==> config.mk <==
export PLATFORM = sky130hd
export DESIGN_NAME = intc_mask_ctrl
export DESIGN_NICKNAME = d
export VERILOG_FILES = /design/src/rtl/intc_pkg.sv /design/src/rtl/intc_en_bank.sv /design/src/rtl/intc_prio.sv /design/src/rtl/intc_mask_ctrl.sv
export SDC_FILE = /design/constraint.sdc
export NUM_CORES = 1
export LEC_CHECK = 0
export CAP_MARGIN = 30
export CORE_MARGIN = 2
export CORE_UTILIZATION = 60
export CTS_CLUSTER_DIAMETER = 200
export DETAILED_ROUTE_END_ITERATION = 7
export DONT_BUFFER_PORTS = 1
export PLACE_DENSITY_LB_ADDON = 0.15
export SYNTH_ARGS = -nofsm -noshare
export SYNTH_HDL_FRONTEND = slang
export SYNTH_HIERARCHICAL = 1
export SYNTH_SLANG_ARGS = --single-unit
==> constraint.sdc <==
create_clock -name clk_i -period 2.7 [get_ports clk_i]
set_input_delay 0.54 -clock clk_i [delete_from_list [all_inputs] [get_ports clk_i]]
set_output_delay 0.54 -clock clk_i [all_outputs]
set_load 0.1 [all_outputs]
==> src/rtl/intc_pkg.sv <==
package intc_pkg;
  localparam int unsigned OFS_RAW  = 'h00;
  localparam int unsigned OFS_PEND = 'h04;
  localparam int unsigned OFS_EN   = 'h08;
  localparam int unsigned OFS_ESET = 'h0C;
  localparam int unsigned OFS_ECLR = 'h10;
  localparam int unsigned OFS_FSTS = 'h14;
  localparam int unsigned OFS_FSET = 'h18;
  localparam int unsigned OFS_FCLR = 'h1C;
  localparam int unsigned OFS_PRIO = 'h20;
endpackage

==> src/rtl/intc_en_bank.sv <==
module intc_en_bank #(
  parameter int unsigned W = 32
) (
  input  logic         clk_i,
  input  logic         rst_ni,
  input  logic [W-1:0] set_i,
  input  logic [W-1:0] clr_i,
  output logic [W-1:0] en_o
);
  logic [W-1:0] en_q;

  // clear wins if both ever arrive together
  always_ff @(posedge clk_i or negedge rst_ni) begin
    if (!rst_ni) en_q <= '0;
    else         en_q <= (en_q | set_i) & ~clr_i;
  end

  assign en_o = en_q;


  set_sticks_chk: assert property (@(posedge clk_i) disable iff (!rst_ni)
    ((|set_i) && !(|clr_i)) |=> ((en_q & $past(set_i)) == $past(set_i)));


  clr_sticks_chk: assert property (@(posedge clk_i) disable iff (!rst_ni)
    (|clr_i) |=> ((en_q & $past(clr_i)) == '0));


  untouched_bits_chk: assert property (@(posedge clk_i) disable iff (!rst_ni)
    ((en_q ^ $past(en_q)) & ~($past(set_i) | $past(clr_i))) == '0);
endmodule

==> src/rtl/intc_prio.sv <==
module intc_prio #(
  parameter int unsigned N  = 32,
  parameter int unsigned IW = 5
) (
  input  logic [N-1:0]  pend_i,
  output logic          valid_o,
  output logic [IW-1:0] idx_o
);
  always_comb begin
    idx_o = '0;
    for (int i = 0; i < N; i++) begin
      if (pend_i[i]) idx_o = IW'(i);
    end
  end

  assign valid_o = |pend_i;


  always_comb begin
    if (valid_o) begin
      idx_pending_chk: assert (pend_i[idx_o]);
      none_above_chk:  assert (((pend_i >> idx_o) >> 1) == '0);
    end
  end
endmodule

==> src/rtl/intc_mask_ctrl.sv <==
module intc_mask_ctrl
  import intc_pkg::*;
#(
  parameter int unsigned N_SRC = 32,
  parameter int unsigned DW    = 32,
  parameter int unsigned AW    = 8
) (
  input  logic             clk_i,
  input  logic             rst_ni,
  input  logic [N_SRC-1:0] irq_src_i,
  input  logic             fiq_src_i,
  input  logic [AW-1:0]    addr_i,
  input  logic [DW-1:0]    wdata_i,
  input  logic             wr_en_i,
  input  logic             rd_en_i,
  output logic [DW-1:0]    rdata_o,
  output logic             irq_o,
  output logic             fiq_o
);
  localparam int unsigned IW = (N_SRC > 1) ? $clog2(N_SRC) : 1;
  localparam logic [AW-1:0] A_RAW  = AW'(OFS_RAW);
  localparam logic [AW-1:0] A_PEND = AW'(OFS_PEND);
  localparam logic [AW-1:0] A_EN   = AW'(OFS_EN);
  localparam logic [AW-1:0] A_ESET = AW'(OFS_ESET);
  localparam logic [AW-1:0] A_ECLR = AW'(OFS_ECLR);
  localparam logic [AW-1:0] A_FSTS = AW'(OFS_FSTS);
  localparam logic [AW-1:0] A_FSET = AW'(OFS_FSET);
  localparam logic [AW-1:0] A_FCLR = AW'(OFS_FCLR);
  localparam logic [AW-1:0] A_PRIO = AW'(OFS_PRIO);

  logic [N_SRC-1:0] irq_en, pend, irq_set, irq_clr;
  logic [0:0]       fiq_en, fiq_set, fiq_clr;
  logic             prio_valid;
  logic [IW-1:0]    prio_idx;
  logic [DW-1:0]    rd_nxt, rdata_q;

  assign irq_set = (wr_en_i && addr_i == A_ESET) ? wdata_i[N_SRC-1:0] : '0;
  assign irq_clr = (wr_en_i && addr_i == A_ECLR) ? wdata_i[N_SRC-1:0] : '0;
  assign fiq_set = (wr_en_i && addr_i == A_FSET) ? wdata_i[0] : 1'b0;
  assign fiq_clr = (wr_en_i && addr_i == A_FCLR) ? wdata_i[0] : 1'b0;

  intc_en_bank #(.W(N_SRC)) u_irq_en (
    .clk_i (clk_i),
    .rst_ni(rst_ni),
    .set_i (irq_set),
    .clr_i (irq_clr),
    .en_o  (irq_en)
  );

  intc_en_bank #(.W(1)) u_fiq_en (
    .clk_i (clk_i),
    .rst_ni(rst_ni),
    .set_i (fiq_set),
    .clr_i (fiq_clr),
    .en_o  (fiq_en)
  );

  assign pend  = irq_src_i & irq_en;
  assign irq_o = |pend;
  assign fiq_o = fiq_src_i & fiq_en[0];

  intc_prio #(.N(N_SRC), .IW(IW)) u_prio (
    .pend_i (pend),
    .valid_o(prio_valid),
    .idx_o  (prio_idx)
  );

  always_comb begin
    rd_nxt = '0;
    unique case (addr_i)
      A_RAW:  rd_nxt[N_SRC-1:0] = irq_src_i;
      A_PEND: rd_nxt[N_SRC-1:0] = pend;
      A_EN:   rd_nxt[N_SRC-1:0] = irq_en;
      A_FSTS: rd_nxt[2:0]       = {fiq_en[0], fiq_o, fiq_src_i};
      A_PRIO: begin
        rd_nxt[DW-1]   = prio_valid;
        rd_nxt[IW-1:0] = prio_idx;
      end
      default: rd_nxt = '0;
    endcase
  end

  always_ff @(posedge clk_i or negedge rst_ni) begin
    if (!rst_ni)      rdata_q <= '0;
    else if (rd_en_i) rdata_q <= rd_nxt;
  end

  assign rdata_o = rdata_q;


  raw_read_chk: assert property (@(posedge clk_i) disable iff (!rst_ni)
    (rd_en_i && addr_i == A_RAW) |=> (rdata_o[N_SRC-1:0] == $past(irq_src_i)));


  rdata_hold_chk: assert property (@(posedge clk_i) disable iff (!rst_ni)
    !rd_en_i |=> $stable(rdata_o));


  irq_needs_en_chk: assert property (@(posedge clk_i) disable iff (!rst_ni)
    irq_o |-> ((irq_src_i & irq_en) != '0));


  fiq_gate_chk: assert property (@(posedge clk_i) disable iff (!rst_ni)
    fiq_o |-> (fiq_src_i && fiq_en[0]));
endmodule

==> metrics, run 1 <==
largest net degree at the start of global routing=66; Final Core Density=69.7%; sequential share of power=46.4%; Final Hold Viols=0; layout net count=575; GRT Total Usage=28.8%; Syn-to-layout area delta=13.4%; GRT overflow=0; Routed Antenna Nets=0; clock sinks=65; net count after synthesis=546; vias per inst=6.22; PortBufs=0; most frequent cells in the layout=90 x and2_1, 65 x dfrtp_1, 42 x buf_4; post-route insts no fill=582; P_leak=2.22 nW; Post-Synth XOR/XNOR Area=0%; Seq/Total Area, Yosys=39.2%; Main synth FF type=dfrtp_1; synth warn=6; power density over cell area=470 mW/mm^2; R2R cell count=8; CP required=2.16 ns; Synth area leader=dfrtp_1; RSZ-0062 raised after global routing=true; outcome=complete, but fails checks; Cells after DPL=564; Clk pwr share=37.7%; total wire length=10600 um; Hold Crit Class=primary input to async pin; multi-input combinational cell area=0.00230 mm^2; first-pass GRT wire length=17000 um; Highest Clock Rate=327 MHz; Setup-failing EPs final=1; synthesized instance count=469; P_int=1.62 mW; initial antenna violation count=0; Final period util=113%; H-tree Lvls=3; ant diodes=0; CTS buffer count=9; CTS tree=yes; most common cell after layout, fill and taps aside=and2_1; IO Pins=111; Post-synth EDFFs=0; syn_area_per_cell=8.86 um^2; crit path max fanout=2; Initial Utilization=61.5%; Post-DP Area=0.00447 mm^2; Adder-Cell Fraction of Synth Area=0.241%; MaxCap Viol Count=0; reg2reg end=rdata_o[31]$_DFFE_PN0P_; violated checks=setup timing; register bit total from synthesis=65; largest family of logic cells by synthesized area=compound AO/OA/AOI/OAI gates; row cnt=30; Clk pin slew, worst setup/hold paths=0.08 ns; Layout Skew=0.0130 ns; worst setup path class=flop to output pin; combinational share of power=15.9%; Reg area=0.00163 mm^2; Reg2Reg Launch Point=u_irq_en/en_o[12]$_DFF_PN0_; sw power=592 uW; Pre-antenna DRT Iters=4; Worst slew margin=38.7%; Crit. End Element=output pin; Root Driver=clkbuf_8; fraction of the mapped netlist area in simple logic gates=26.4%; Synth top area share=39.2%; setup TNS=-0.360 ns; final worst slack=-0.360 ns; GP Congestion=0.894; count of cell types in the netlist=54; Syn Std Cell Area=0.00415 mm^2; Vias=3618; DP Wirelength=7670 um; Slew Limit Fails=0; CTS max path bufs=2; DIE HEIGHT=87.2 um; worst vdd ir=279 uV; layout cell share with drive strength beyond 1=13.9%; Die W=87.2 um; Core Area=0.00676 mm^2; Die ar.=0.00760 mm^2; setup slack, reg-to-reg=0.18 ns; mux share of post-synthesis cell area=1.02%; Worst EP arrival=2.52 ns; Iter 0 DRT Violations=191; largest cells by area after synthesis=dfrtp_1 39%, and2_1 14%, o21ba_1 8.0%; Worst Tran Pin Value=0.920 ns; asr flop ratio synth=100%; Routed WL per cell=18.2 um; vias in the first global route=3590; design area=0.00471 mm^2; # DRC=0; Sw Ratio=26.7%; Worst Setup Start Kind=flop; clock latency on the worst-skew pair=0.34 ns; Fillers=532; minimum clock period=3.06 ns; compound-gate portion of the synthesized area=27.3%
[through the flow]
step	hold WS, ns	total power [mW]	worst slack (ns)
after global placement	0.246	1.36	-0.252
after CTS	0.0763	2.22	-0.373
after detailed placement	0.246	1.37	-0.234
after floorplan	0.244	1.31	-0.129
after global routing	0.0818	2.30	-0.425
final	0.0619	2.21	-0.360
[registers in the layout, indices dropped and copies added (netlist names)]
| register | flops |
|---|---|
| rdata_o | 32 |
| u_fiq_en/en_o | 1 |
| u_irq_en/en_o | 32 |
[synth_stat cells (2+ instances only)]
library cell	number
nand4_1	4
a31oi_1	6
nand2b_1	2
and3_1	2
or2_1	2
or3_1	3
nor3_1	9
a21o_1	2
and2_1	93
o22ai_1	29
a32oi_1	2
nor4_2	2
a21oi_1	6
nor2b_1	4
mux2i_1	2
o21ai_1	3
nor2_1	20
nor4_1	4
o21ai_0	29
o21ba_1	33
nand3_1	2
buf_1	2
nand2_1	15
mux2_1	2
o32ai_1	2
inv_1	39
a221o_1	2
or4_1	11
a2bb2oi_1	26
dfrtp_1	65
clkbuf_1	23
[power groups by stage]
stage               Combinational [mW]  Sequential (mW)  Clock, mW
CTS                              0.351             1.03      0.845
detailed placement               0.323             1.05          0
global placement                 0.317             1.04          0
floorplan                        0.264             1.04          0
global route                     0.382             1.03      0.888
finish                           0.351             1.03      0.835
[per-layer routing]
layer	global-route usage [%]	share of wire, %	vias up	wire (um)
li1	-	-	1728	-
met1	36.9	42	1747	4430
met2	47.3	48	127	5120
met3	7.77	8.0	16	849
met4	9.79	1.9	0	198
met5	0	0	-	0
[logic make-up after synthesis]
family / Yosys count
buffers and inverters: 65
AO/OA/AOI/OAI: 152
flip-flops: 65
adder cells (fa/ha/maj): 1
AND/OR/NAND/NOR: 182
multiplexers: 4
[critical path, stage by stage (launching register included)]
cell,delay [ns]
dfrtp_1,0.38
and2_4,0.14
or4_1,0.51
or4_1,0.41
or4_4,0.74
[layout make-up]
type,count,area share [%]
repair buffers,43,7.28
well taps,80,2.12
multi-input cells,339,48.8
flip-flops and latches,65,34.5
clock buffers,12,3.29
clock inverters,3,0.850
inverters,40,3.19
[worst max-delay path by stage]
stage	from	end	slack, ns
finish	u_irq_en/en_o[15]$_DFF_PN0_	irq_o	-0.36
global route	u_irq_en/en_o[15]$_DFF_PN0_	irq_o	-0.42
CTS	u_irq_en/en_o[15]$_DFF_PN0_	irq_o	-0.37
detailed placement	irq_src_i[25]	irq_o	-0.23
global placement	irq_src_i[25]	irq_o	-0.25
floorplan	irq_src_i[25]	irq_o	-0.13
[repair_timing]
item	CTS	global route
pin swaps	1	0
hold buffers	1	0
resized for setup	0	1
endpoints found under the hold margin	65	0
endpoints found under the setup margin	1	1
setup buffers	2	0
Power figures use the tool's default switching activity.
==> inputs of run 2 (changes only) <==
--- a/config.mk
+++ b/config.mk
@@ -8,10 +8,11 @@
 export CAP_MARGIN = 30
 export CORE_MARGIN = 2
 export CORE_UTILIZATION = 60
-export CTS_CLUSTER_DIAMETER = 200
 export DETAILED_ROUTE_END_ITERATION = 7
 export DONT_BUFFER_PORTS = 1
+export MAX_ROUTING_LAYER = met4
 export PLACE_DENSITY_LB_ADDON = 0.15
+export RECOVER_POWER = 100
 export SYNTH_ARGS = -nofsm -noshare
 export SYNTH_HDL_FRONTEND = slang
 export SYNTH_HIERARCHICAL = 1
==> run 2 against run 1 <==
- the flow finishes with violations (capacitance limit, slew limit, setup timing)
- clock skew decreased by 0.0016 ns
- sequential cell count unchanged
- cell count unchanged
- setup slack about the same
- die area unchanged
- critical path depth unchanged
- cell area decreased by 1.2%
- critical path type unchanged
- critical endpoint unchanged
- largest cell class unchanged
==> metrics, run 2 (synthesis gave the netlist of run 1 again) <==
Core Area=0.00676 mm^2 (unchanged); Post-DP Area=0.00447 mm^2 (unchanged); Clk pwr share=37.8% (about the same); P_leak=2.16 nW (-3.0%); # DRC=0 (unchanged); CP Capture Point=irq_o; reg2reg end=rdata_o[31]$_DFFE_PN0P_; Crit path buffers/inverters=0 (unchanged); Crit. End Element=output pin; Worst path slowest cell=or4_4; Place WS=-0.234 ns (unchanged); Metal-1 WL=4530 um (+2.3%); Routed WL per cell=18.3 um (+0.62%); setup slack, reg-to-reg=0.07 ns (-0.11 ns); GRT overflow=0 (unchanged); CTS buffer count=9 (unchanged); Worst EP arrival=2.52 ns (about the same); clock sinks=65 (unchanged); design area=0.00466 mm^2 (-1.2%); clock latency on the worst-skew pair=0.34 ns (about the same); total wire length=10700 um (+0.62%); layout net count=575 (unchanged); P_int=1.62 mW (-0.37%); worst vdd ir=281 uV (+0.71%); Slew Limit Fails=66 (+66); Layout Skew=0.0114 ns (-0.00162 ns); Clk pin slew, worst setup/hold paths=0.07 ns (about the same); Initial Utilization=61.5% (unchanged); multi-input combinational cell area=0.00229 mm^2 (-0.49%); Crit path depth=4 (unchanged); Reg2Reg Launch Point=u_irq_en/en_o[25]$_DFF_PN0_; CP required=2.16 ns (about the same); Routed Antenna Nets=0 (unchanged); layout cell share with drive strength beyond 1=12.2% (-1.8 points); Setup-failing EPs final=1 (unchanged); minimum clock period=3.06 ns (+0.000393 ns); PortBufs=0 (unchanged); Fillers=544 (+2.3%); sequential share of power=46.6% (+0.2 points); final worst slack=-0.361 ns (-0.000393 ns); Worst Tran Pin Value=1.59 ns (+0.666 ns); Worst slew margin=-5.76% (-44 points); Final period util=113% (about the same); Most common cell on crit path=or4_1; DP Wirelength=7670 um (unchanged); MaxCap Viol Count=1 (+1); Iter 0 DRT Violations=250 (+31%); Vias=3617 (-0.028%); ant diodes=0 (unchanged); Pre-antenna DRT Iters=4 (unchanged); maximum single-stage delay on the critical path=0.73 ns (about the same); IO Pins=111 (unchanged); most frequent cells in the layout=65 x dfrtp_1, 61 x and2_1, 39 x inv_1; power density over cell area=474 mW/mm^2 (+0.85%); worst setup path class=flop to output pin; Final Hold Viols=0 (unchanged); initial antenna violation count=0 (unchanged); Met2 Wirelength=5130 um (+0.27%); Highest Clock Rate=327 MHz (about the same); GRT Total Usage=29.9% (+1.0 points); combinational share of power=15.7% (-0.2 points); setup TNS=-0.361 ns (-0.000393 ns); GP Congestion=0.910 (+1.7%); DIE HEIGHT=87.2 um (unchanged); Die W=87.2 um (unchanged); row cnt=30 (unchanged); Hold Crit Class=primary input to flop; hold slack final=0.296 ns (+0.234 ns); delay-heaviest family, CP=simple AND/OR/NAND/NOR gates; most common cell after layout, fill and taps aside=dfrtp_1; RSZ-0062 raised after global routing=true; Worst Setup Start Kind=flop; CTS max path bufs=2 (unchanged); Die ar.=0.00760 mm^2 (unchanged); violated checks=capacitance limit, slew limit, setup timing; CTS tree=yes; launch point of the worst path=u_irq_en/en_o[15]$_DFF_PN0_; DR top layer=met4; H-tree Lvls=3 (unchanged); Root Driver=clkbuf_8; wire length on met3=851 um (+0.24%); cell-by-cell trace of the critical path=and2_4, or4_1, or4_1, or4_4; first-pass GRT wire length=17000 um (+0.16%); Sw Ratio=26.7% (about the same); sw power=590 uW (-0.34%); Syn-to-layout area delta=12.1%; Reg area=0.00163 mm^2 (unchanged); vias per inst=6.21 (about the same); crit path max fanout=2 (unchanged); outcome=complete, but fails checks; largest net degree at the start of global routing=66 (unchanged); vias in the first global route=3571 (-0.53%); R2R cell count=10 (+2)
==> run 2: cell types whose count changed in the layout (fill, tap and decap cells not counted), sizes merged <==
cell / before / now
clkbuf: 12 / 20
buf: 43 / 35
==> run 2: how the worst min path moves through the flow <==
stage                       start                          end  slack [ns]  cells past startpoint
after CTS                  rst_ni  u_irq_en/en_o[27]$_DFF_PN0_        0.08                      1
final                     rd_en_i       rdata_o[1]$_DFFE_PN0P_        0.30                      1
after global routing      rd_en_i      rdata_o[23]$_DFFE_PN0P_        0.28                      1
after detailed placement   rst_ni       rdata_o[0]$_DFFE_PN0P_        0.25                      0
after global placement     rst_ni       rdata_o[0]$_DFFE_PN0P_        0.25                      0
after floorplan            rst_ni       rdata_o[0]$_DFFE_PN0P_        0.24                      0
==> run 2: final cells by class <==
type | instances | area share, %
repair buffers | 43 | 6.40
inverters | 40 | 3.22
clock inverters | 3 | 0.860
well taps | 80 | 2.15
multi-input cells | 339 | 49.1
flip-flops and latches | 65 | 34.9
clock buffers | 12 | 3.33
==> run 2: routing by layer <==
metal,GRT usage [%],vias up
li1,-,1729
met1,37.8,1751
met2,47.1,123
met3,9.10,14
met4,7.69,0
met5,-,-
==> run 2: power by group through the flow <==
stage / Clock [mW] / Sequential, mW / Combinational, mW
4_1_cts: 0.845 / 1.03 / 0.351
3_3_place_gp: 0 / 1.04 / 0.317
5_1_grt: 0.896 / 1.03 / 0.375
6_report: 0.833 / 1.03 / 0.345
2_1_floorplan: 0 / 1.04 / 0.264
3_5_place_dp: 0 / 1.05 / 0.323
==> run 2: through the flow <==
stage | std cells | total power, mW | utilization (%)
2_1_floorplan | 469 | 1.31 | -
3_3_place_gp | 564 | 1.36 | 66.2
3_5_place_dp | 564 | 1.37 | 66.2
4_1_cts | 582 | 2.22 | 69.7
5_1_grt | 582 | 2.30 | 68.9
6_report | 582 | 2.21 | 68.9
==> run 2: what timing repair did <==
action	CTS	global route
pin swaps	1	0
endpoints found under the setup margin	1	1
hold buffers	1	0
buffers inserted	2	0
resized for setup	0	1
endpoints found under the hold margin	65	0
==> inputs of run 3 (changes only) <==
==> constraint.sdc (replaced) <==
create_clock -name clk_i -period 3.1 [get_ports clk_i]
set_input_delay 0.62 -clock clk_i [delete_from_list [all_inputs] [get_ports clk_i]]
set_output_delay 0.62 -clock clk_i [all_outputs]
set_load 0.1 [all_outputs]
==> run 3 against run 2 <==
- sequential power is 13% lower
- via count is 2.7% lower
- non-clock buffer count shrank 22
- the run still ends with capacitance limit, slew limit, setup timing left
- utilization is 2.6 points lower
==> metrics, run 3 (synthesis gave the netlist of run 1 again) <==
GR peak layer=met2; Hold Crit Class=primary input to flop; post-route insts no fill=559 (-4.0%); RSZ-0062 raised after global routing=true; MaxCap Viol Count=1 (unchanged); Vias=3520 (-2.7%); Initial Utilization=61.5% (unchanged); Worst Setup Start Kind=flop; Cells after DPL=539 (-4.4%); first-pass GRT wire length=16500 um (-2.9%); Pre-antenna DRT Iters=5 (+1); Final Core Density=66.3% (-2.6 points); Root Driver=clkbuf_8; vias per inst=6.30 (+1.3%); Die ar.=0.00760 mm^2 (unchanged); Routed WL per cell=18.6 um (+1.4%); H-tree Lvls=3 (unchanged); CP required=2.48 ns (+0.32 ns); Worst slew margin=-7.08% (-1.3 points); vias in the first global route=3436 (-3.8%); IO Pins=111 (unchanged); row cnt=30 (unchanged); Core Area=0.00676 mm^2 (unchanged); Routed Antenna Nets=0 (unchanged); GRT overflow=0 (unchanged); layout net count=553 (-3.8%); Post-DP Area=0.00428 mm^2 (-4.3%); P_leak=2.03 nW (-5.8%); Setup-failing EPs final=1 (unchanged); Fillers=579 (+6.4%); minimum clock period=3.14 ns; Slew Limit Fails=66 (unchanged); crit path max fanout=4 (+2); M3 GR Usage=7.30% (-1.8 points); clock sinks=65 (unchanged); worst vdd ir=280 uV (-0.34%); # DRC=0 (unchanged); most frequent cells in the layout=65 x dfrtp_1, 62 x and2_1, 39 x inv_1; Tot Pwr=1.87 mW (-15%); Worst EP arrival=2.52 ns (about the same); Die W=87.2 um (unchanged); CTS max path bufs=2 (unchanged); initial antenna violation count=0 (unchanged); Reg area=0.00163 mm^2 (unchanged); met1 usage=37.0% (-0.77 points); GP Congestion=0.873 (-4.0%); total wire length=10400 um (-2.6%); Layout Skew=0.0115 ns (+0.000164 ns); Iter 0 DRT Violations=207 (-17%); Highest Clock Rate=318 MHz; Final period util=101%; multi-input combinational cell area=0.00229 mm^2 (+0.16%); DP Wirelength=7480 um (-2.5%); DIE HEIGHT=87.2 um (unchanged); largest net degree at the start of global routing=66 (unchanged); Place WS=0.0577 ns (+0.292 ns); met2 usage=45.3% (-1.7 points); setup TNS=-0.0424 ns (+0.318 ns); CTS tree=yes; Clk pin slew, worst setup/hold paths=0.07 ns (about the same); PortBufs=0 (unchanged); GRT Total Usage=28.8% (-1.1 points); worst setup path class=flop to output pin; Final Hold Viols=0 (unchanged); most common cell after layout, fill and taps aside=dfrtp_1; Crit. End Element=output pin; hold slack final=0.358 ns (+0.0617 ns); design area=0.00448 mm^2 (-3.8%); ant diodes=0 (unchanged); CTS buffer count=9 (unchanged); outcome=complete, but fails checks; clock latency on the worst-skew pair=0.35 ns (about the same); final worst slack=-0.0424 ns (+0.318 ns); violated checks=capacitance limit, slew limit, setup timing; Syn-to-layout area delta=7.80%; layout cell share with drive strength beyond 1=8.35% (-3.8 points); power density over cell area=418 mW/mm^2 (-12%); Worst Tran Pin Value=1.61 ns (+0.0199 ns)
## run 3: timing repair
item / 4_1_cts / 5_1_grt
resized for setup: 4 / 2
setup endpoints to repair: 1 / 1
endpoints found under the hold margin: 65 / 0
pin swaps: 1 / 0
setup buffers: 5 / 0
hold buffers: 1 / 0
## run 3: area by class of cell
cell class | count | share of cell area [%]
clock inverter | 4 | 1.01
inverter | 40 | 3.35
timing repair buffer | 21 | 2.88
multi-input combinational | 339 | 51.1
clock buffer | 10 | 3.07
sequential | 65 | 36.3
tap | 80 | 2.24
## run 3: final timing paths
path / start / endpoint / slack (ns) / cells after the start
worst max-delay path: u_irq_en/en_o[14]$_DFF_PN0_ / irq_o / -0.04 / 4
worst min-delay path: rd_en_i / rdata_o[1]$_DFFE_PN0P_ / 0.36 / 1
worst max register to register: u_irq_en/en_o[24]$_DFF_PN0_ / rdata_o[31]$_DFFE_PN0P_ / 0.46 / 10
worst min register to register: u_irq_en/en_o[31]$_DFF_PN0_ / u_irq_en/en_o[31]$_DFF_PN0_ / 0.51 / 1
max in group asynchronous: rst_ni / rdata_o[8]$_DFFE_PN0P_ / 1.47 / 1
min in group asynchronous: rst_ni / u_fiq_en/en_o$_DFF_PN0_ / 0.67 / 1
## run 3: critical path: stages, from the launching register on
cell and delay (ns):
dfrtp_1 0.40, and2_0 0.16, or4_1 0.50, or4_1 0.40
or4_4 0.71
## run 3: metal layers
metal  up-vias  routed length [um]
li1       1685                   -
met1      1679                4380
met2       138                5030
met3        18                 827
met4         0                 157
met5         -                   0
## run 3: where the power goes
part           leakage (nW)  internal (mW)  total (mW)  switching (mW)
Clock                0.0978          0.380       0.694           0.315
Combinational          1.03          0.117       0.280           0.163
Sequential            0.901          0.870       0.898          0.0279
